$ cat config.mk
export PLATFORM = sky130hd
export DESIGN_NAME = busfault_mon
export DESIGN_NICKNAME = d
export VERILOG_FILES = /design/src/rtl/busfault_pkg.sv /design/src/rtl/bf_stall_cnt.sv /design/src/rtl/bf_burst_len.sv /design/src/rtl/bf_action.sv /design/src/rtl/busfault_mon.sv
export SDC_FILE = /design/constraint.sdc
export NUM_CORES = 1
export LEC_CHECK = 0
export ABC_AREA = 1
export BUFFER_PORTS_ARGS = -buffer_cell sky130_fd_sc_hd__buf_2
export CAP_MARGIN = 10
export CORE_MARGIN = 2
export CORE_UTILIZATION = 55
export CTS_CLUSTER_DIAMETER = 150
export DETAILED_ROUTE_END_ITERATION = 8
export PLACE_DENSITY = 0.79
export REMOVE_ABC_BUFFERS = 1
export SLEW_MARGIN = 10
export SYNTH_ARGS = -nofsm -noshare
export SYNTH_HDL_FRONTEND = slang
export SYNTH_SLANG_ARGS = --single-unit
$ cat constraint.sdc
create_clock -name clk -period 4.4 [get_ports clk]
set_input_delay 1.32 -clock clk [delete_from_list [all_inputs] [get_ports clk]]
set_output_delay 1.32 -clock clk [all_outputs]
set_load 0.01 [all_outputs]
$ cat src/rtl/busfault_pkg.sv
package busfault_pkg;
   localparam int NUM_EV   = 4;
   localparam int EV_IDLE  = 0;
   localparam int EV_ACK   = 1;
   localparam int EV_ERR   = 2;
   localparam int EV_BURST = 3;

   typedef enum logic [1:0] {
      ACT_STATUS = 2'b00,
      ACT_IRQ    = 2'b01,
      ACT_RESET  = 2'b10,
      ACT_RSVD   = 2'b11
   } act_e;

   typedef enum logic [1:0] {
      TR_IDLE   = 2'b00,
      TR_BUSY   = 2'b01,
      TR_NONSEQ = 2'b10,
      TR_SEQ    = 2'b11
   } trans_e;
endpackage

$ cat src/rtl/bf_stall_cnt.sv
module bf_stall_cnt #(
   parameter int TMR_W = 16
) (
   input  logic             clk,
   input  logic             rst_n,
   input  logic             arm,
   input  logic             step,
   input  logic             quit,
   input  logic [TMR_W-1:0] lim,
   output logic             hit
);
   logic             armed;
   logic [TMR_W-1:0] cnt;

   assign hit = armed && !arm && !quit && step && (cnt == lim);

   always_ff @(posedge clk or negedge rst_n) begin
      if (!rst_n) begin
         armed <= 1'b0;
         cnt   <= '0;
      end else if (arm) begin
         armed <= 1'b1;
         cnt   <= '0;
      end else if (armed) begin
         if (quit || hit) armed <= 1'b0;
         else if (step)   cnt   <= cnt + 1'b1;
      end
   end

   // a stall is reported once per arming
   single_hit_chk: assert property (@(posedge clk) disable iff (!rst_n)
      hit |=> !hit);
endmodule

$ cat src/rtl/bf_burst_len.sv
module bf_burst_len #(
   parameter int BEAT_W = 8
) (
   input  logic              clk,
   input  logic              rst_n,
   input  logic              first_acc,
   input  logic              next_acc,
   input  logic [BEAT_W-1:0] max_beats,
   output logic              hit
);
   logic [BEAT_W-1:0] beats;
   logic              fired;

   assign hit = next_acc && !fired && (beats >= max_beats);

   always_ff @(posedge clk or negedge rst_n) begin
      if (!rst_n) begin
         beats <= '0;
         fired <= 1'b0;
      end else if (first_acc) begin
         beats <= BEAT_W'(1);
         fired <= 1'b0;
      end else if (next_acc) begin
         if (hit) fired <= 1'b1;
         if (beats != '1) beats <= beats + 1'b1;
      end
   end

   // one report per burst
   burst_once_chk: assert property (@(posedge clk) disable iff (!rst_n)
      hit |=> !hit);
endmodule

$ cat src/rtl/bf_action.sv
module bf_action
   import busfault_pkg::*;
#(
   parameter int N_EV = NUM_EV
) (
   input  logic              clk,
   input  logic              rst_n,
   input  logic [N_EV-1:0]   ev,
   input  logic [2*N_EV-1:0] act,
   input  logic [N_EV-1:0]   clr,
   output logic [N_EV-1:0]   status,
   output logic              irq,
   output logic              rst_req
);
   logic [N_EV-1:0] is_irq, is_rst;

   for (genvar e = 0; e < N_EV; e++) begin : g_ev
      assign is_irq[e] = (act[2*e +: 2] == ACT_IRQ);
      assign is_rst[e] = (act[2*e +: 2] == ACT_RESET);

      always_ff @(posedge clk or negedge rst_n) begin
         if (!rst_n) status[e] <= 1'b0;
         else        status[e] <= (status[e] && !clr[e]) || ev[e];
      end


      sticky_chk: assert property (@(posedge clk) disable iff (!rst_n)
         (status[e] && !clr[e]) |=> status[e]);
   end

   assign irq = |(status & is_irq);

   always_ff @(posedge clk or negedge rst_n) begin
      if (!rst_n) rst_req <= 1'b0;
      else        rst_req <= (|(ev & is_rst)) && !rst_req;
   end


   rst_pulse_chk: assert property (@(posedge clk) disable iff (!rst_n)
      rst_req |=> !rst_req);

   irq_src_chk: assert property (@(posedge clk) disable iff (!rst_n)
      irq |-> (status != '0));
endmodule

$ cat src/rtl/busfault_mon.sv
module busfault_mon
   import busfault_pkg::*;
#(
   parameter int TMR_W  = 16,
   parameter int BEAT_W = 8
) (
   input  logic                clk,
   input  logic                rst_n,
   input  logic                grant_chg,
   input  logic [1:0]          htrans,
   input  logic                hready,
   input  logic                hresp,
   input  logic [TMR_W-1:0]    cfg_idle_lim,
   input  logic [TMR_W-1:0]    cfg_ack_lim,
   input  logic [BEAT_W-1:0]   cfg_burst_max,
   input  logic [2*NUM_EV-1:0] cfg_action,
   input  logic [NUM_EV-1:0]   sts_clr,
   output logic [NUM_EV-1:0]   status,
   output logic                irq,
   output logic                rst_req
);
   if (TMR_W < 2 || TMR_W > 32) begin : g_bad_tmr
      $error("busfault_mon: TMR_W out of range");
   end
   if (BEAT_W < 2 || BEAT_W > 16) begin : g_bad_beat
      $error("busfault_mon: BEAT_W out of range");
   end

   logic              dphase;
   logic              bus_idle;
   logic [NUM_EV-1:0] ev;

   assign bus_idle = (htrans == TR_IDLE);

   always_ff @(posedge clk or negedge rst_n) begin
      if (!rst_n)      dphase <= 1'b0;
      else if (hready) dphase <= htrans[1];
   end

   bf_stall_cnt #(.TMR_W(TMR_W)) u_idle (
      .clk(clk), .rst_n(rst_n),
      .arm(grant_chg), .step(bus_idle), .quit(!bus_idle),
      .lim(cfg_idle_lim), .hit(ev[EV_IDLE]));

   bf_stall_cnt #(.TMR_W(TMR_W)) u_ack (
      .clk(clk), .rst_n(rst_n),
      .arm(hready), .step(dphase && !hready), .quit(1'b0),
      .lim(cfg_ack_lim), .hit(ev[EV_ACK]));

   assign ev[EV_ERR] = dphase && hresp && !hready;

   bf_burst_len #(.BEAT_W(BEAT_W)) u_burst (
      .clk(clk), .rst_n(rst_n),
      .first_acc(hready && htrans == TR_NONSEQ),
      .next_acc(hready && htrans == TR_SEQ),
      .max_beats(cfg_burst_max), .hit(ev[EV_BURST]));

   bf_action #(.N_EV(NUM_EV)) u_act (
      .clk(clk), .rst_n(rst_n), .ev(ev), .act(cfg_action),
      .clr(sts_clr), .status(status), .irq(irq), .rst_req(rst_req));


   err_phase_chk: assert property (@(posedge clk) disable iff (!rst_n)
      (hresp && !hready && dphase) |=> status[EV_ERR]);
endmodule

Word-level counts from Yosys, hierarchy flattened
Index checks and enable logic that the tools add are counted.
{ "word_totals": {"out_inout_bits": 6, "romBits": 0, "n_memories": 0, "word_cells": 100, "register_bits": 49, "ramBits": 0, "latch_bits": 0} }
{ "op_classes": {"div": 0, "mul": 0, "bitwise": 2, "n_reduce_logical": 47, "eq_ne": 15, "order_cmp": 1, "n_shift": 0, "addsub": 3, "n_mux": 20} }
{ "ops": {"columns": ["cell", "count"], "rows": [
  ["16-bit 2-to-1 mux", 8],
  ["16-bit by 1-bit adder with 16-bit output, second input constant", 2],
  ["16-bit == test", 2],
  ["8-bit 2-to-1 mux", 3],
  ["1-bit logical AND", 19],
  ["2-bit nonzero test", 7],
  ["2-bit == test, second input constant", 6],
  ["1-bit zero test", 9],
  ["1-bit 2-to-1 mux", 9],
  ["8-bit by 1-bit adder with 8-bit output, second input constant", 1],
  ["4-bit bitwise AND", 2],
  ["2-bit by 1-bit == test with 1-bit output, second input constant", 4],
  ["8-bit greater-or-equal comparator", 1],
  ["8-bit inequality test, second input constant", 1],
  ["4-bit OR reduction", 2],
  ["3-bit AND reduction", 2],
  ["1-bit logical OR", 5],
  ["2-bit inequality test, second input constant", 2],
  ["2-bit AND reduction", 2],
  ["2-bit zero test", 1]
]} }

Logic depth before layout (Yosys ltp)
{ "logic_depth": {"word_depth": 9, "ltp_mapped": 13, "ltp_nobuf": 13} }

Modules after synthesis
A second synthesis with hierarchy kept.
{ "hier_totals": {"hier_cells": 607, "area_unflattened_um2": 3916.3} }
{ "modules_own_cells": {"columns": ["mod", "seq_area_each_um2", "n_inst", "cells_each", "area_each_um2"], "rows": [
  ["bf_stall_cnt", 425.4, 2, 228, 1427.6],
  ["bf_burst_len", 225.2, 1, 103, 728.2],
  ["bf_action", 125.1, 1, 34, 256.5],
  ["busfault_mon", 25.0, 1, 14, 76.3]
]} }

Least setup slack after synthesis
No wires, ideal clock.
{ "synth_timing": {"path_type": "input port to output port", "startpoint": "input cfg_action[5]", "endpoint": "output irq", "path_slack_ns": 1.392, "cell_stages": 3, "arrival_ns": 1.688, "path_buffers": 0, "cell_sequence": "o31ai_1 > a31oi_1 > nand2_1"} }
{ "synth_via": {"elab_chain_len": 3} }
{ "synth_lines": {"columns": ["element", "line", "source"], "rows": [
  ["start, declared", "busfault_mon.sv:16", "input logic [2*NUM_EV-1:0] cfg_action,"],
  ["2-bit by 1-bit == test with 1-bit output", "bf_action.sv:18", "assign is_irq[e] = (act[2*e +: 2] == ACT_IRQ);"],
  ["4-bit bitwise AND", "bf_action.sv:31", "assign irq = |(status & is_irq);"],
  ["4-bit OR reduction", "bf_action.sv:31", null],
  ["end, declared", "busfault_mon.sv:19", "output logic irq,"]
]} }
Every way passes these cells.

Worst setup path after layout
{ "layout_timing": {"startpoint": "input cfg_action[7]", "endpoint": "output irq"} }
The elaborated chain is that of the path after synthesis.

==> summary.txt <==
Outcome
  – Status: completed

Timing
  – F_max: just over 300 MHz
  – Max-slew headroom: between 50 and 60%
  – Setup TNS: 0 ps
  – Tcrit/Tclk final: 73.3%
  – Final hold violations: 0
  – Setup Viol. Count Final: 0
  – Worst-case hold slack: 448 ps
  – RSZ-0062 raised after global routing: no
  – Fin. max-slew vios: 0
  – Min cycle time layout: ~3200 ps
  – Least-Margin Pin Slew: just under 700 ps
  – Max Clock Skew: around 7.5 ps

Die
  – Rows: 30
  – Die ar.: ~7500 um2
  – Die W: 86.4 um
  – Core area: between 6000 and 7000 um2
  – # IOs: 65
  – Die height: approximately 86 um
  – Initial Util: 55.8%

Clock network
  – Clock root buffer: clkbuf_8
  – Post-CTS Resized: 0
  – Post-CTS Setup Inserts: 0
  – Total CTS buffers: 5
  – Hold_buf cts: 0
  – H-Tree Depth: 2
  – Later-pin clock latency in the skew report: 310 ps
  – Total clock sinks: 49
  – Worst-path clk slew: around 90 ps
  – Max Root-Sink Buffers: 2
  – CTS tree: built

Global route
  – Global Route Usage Sum: between 20% and 30%
  – Most Crowded Layer GR: met2
  – M2 GR Usage: 44.8%
  – GR Util met3: 4.38%
  – Initial antenna violation count: 0
  – Largest net degree at the start of global routing: 31
  – Congestion Overflow GR: 0
  – Vias in the first global route: 3448
  – Met1 Usage GRT: 28.1%
  – First-pass GRT wire length: about 14000 um

Setup path
  – Maximum fanout along the worst path: 2
  – Nature of the critical path endpoint: primary output
  – Source of the critical timing path: cfg_action[7]
  – CP Data Required Time: between 3000 and 4000 ps
  – Startpoint Class: input pin
  – Crit path DAT: 1910 ps
  – Setup CP Type: input pin to primary output
  – Worst reg2reg path startpoint: u_idle.cnt[1]

Pwr
  – Leak: between 2 and 2.5 nW
  – PD cells: around 230 nW/um2
  – Max VDD drop: around 0.16 mV

Finish
  – Share of cells above drive strength 1: between 15 and 20%
  – Fin util: between 60 and 70%
  – Multi-input logic area: 2110 um2
  – FF/Latch Area: between 1000 and 1500 um2
  – Layout Nets: about 700
  – Layout fillers: between 600 and 700
  – ANT cells: 0
  – Layout Cells excl Fill: 709
  – Highest-count cells in the layout ignoring fill and taps: nand2_1 (176), nor2_1 (79), inv_1 (67), buf_2 (64), nand3_1 (52)
  – Commonest non-fill, non-tap cell in the layout: nand2_1
  – P&R area growth vs syn: 11.7%

Synth
  – Combinational family with the most area after synthesis: simple AND/OR/NAND/NOR gates
  – Avg Cell Area, Syn: roughly 6.6 um2
  – Post-synthesis compound-gate area fraction: 4.73%
  – Yosys cell types: 33
  – Sequential area share after synthesis: 32.9%
  – Multiplexer share of the synthesized area: 0%
  – Synthesized area: 3730 um2
  – Synth Register Bits: 49
  – Syn Inst Count: roughly 570
  – XOR/XNOR Fraction of Synth Area: under 10%
  – YS warnings: 0
  – Simple-gate area share of the yosys netlist: between 30 and 40%
  – Adder-cell share of the synthesized area: about 3.7%

Place
  – Port bufs: between 60 and 70
  – Cell total after placement: about 700
  – GPL Wtd Cong: between 0.8 and 0.9
  – Post-DP HPWL: about 6400 um

Min path
  – Worst Hold Class: flip-flop to flip-flop
  – Hold path start: u_act.rst_req

Drt
  – WL final: ~8500 um
  – Vias: around 3700
  – DR pass1 iterations: 5
  – Drt initial violations: 156
  – Number of routed nets with antenna violations: 0
  – Avg Vias per Cell: 5.15
  – DR WL/cell: 12.1 um
  – DRC viols: 0

Job
  – MaxCap Viol Count: 0
critical path, stage by stage:
cell	delay (ps)
buf_2	80
inv_1	40
nand3_1	60
o31ai_1	70
a31oi_1	140
nand2_1	60
buf_2	130
sequential cells by signal, summed over array words and instances, names as in the netlist:
register       count
u_ack.cnt         16
u_idle.armed       1
u_burst.fired      1
dphase             1
u_ack.armed        1
u_burst.beats      8
u_act.rst_req      1
u_act.status       4
u_idle.cnt        16
routing by layer:
layer	wire, um	share of wire [%]	vias to the layer above
met1	3630	42	1672
met2	4450	52	92
met3	404	4.7	11
met5	0	0	-
met4	63	0.74	0
li1	-	-	1875
stage by stage:
stage          setup slack [ps]  total power, mW  area, um2
2_1_floorplan              1390            0.599       3650
3_3_place_gp               1200            0.666       4080
3_5_place_dp               1180            0.675       4080
4_1_cts                    1170            0.955       4170
5_1_grt                    1070             1.00       4170
6_report                   1170            0.952       4170
cells in the mapped netlist, drive strengths merged:
cell type	count	area (um2)
clkbuf	4	15.0
nor3b	2	15.0
xnor2	2	17.5
xor2	33	289
a21oi	7	35.0
nor2	80	303
nand3	53	270
o31ai	3	22.5
nand3b	2	15.0
ha	11	138
inv	82	310
nand4	6	37.5
o21ai	18	113
and2	1	6.26
dfrtp	49	1230
or2	1	6.26
nand2	185	731
clkinv	1	3.75
a31oi	1	6.26
buf	7	66.3
nor3	20	105
cell type report:
| class | count | area share, % |
|---|---|---|
| Clock buffer | 6 | 1.98 |
| Sequential cell | 49 | 29.4 |
| Timing Repair Buffer | 65 | 7.87 |
| Tap cell | 80 | 2.40 |
| Clock inverter | 1 | 0.180 |
| Inverter | 83 | 7.54 |
| Multi-Input combinational cell | 425 | 50.6 |
logic make-up (layout without fill, tap and decap cells):
family | count (synthesis) | count (layout)
compound gates | 29 | 29
xor+xnor | 35 | 35
fa+ha+maj | 11 | 11
buf+inv | 94 | 155
flops | 49 | 49
simple gates | 350 | 350
where the power goes:
group / total (mW) / switching [mW] / internal (mW) / leakage [nW]
combinational: 0.174 / 0.106 / 0.0679 / 1.51
sequential: 0.492 / 0.0223 / 0.470 / 0.665
clock: 0.285 / 0.161 / 0.125 / 0.0433
total: 0.952 / 0.289 / 0.663 / 2.21
worst paths after layout:
check | to | slack, ps | depth (start not counted)
setup / recovery | irq | 1170 | 7
hold / removal | u_act.rst_req | 450 | 1
setup reg to reg | u_idle.cnt[13] | 2370 | 9
hold reg to reg | u_act.rst_req | 450 | 1
max in group asynchronous | u_idle.cnt[3] | 2620 | 2
min in group asynchronous | u_ack.cnt[3] | 1030 | 1
Note: power is estimated with default switching activity, not from simulation.
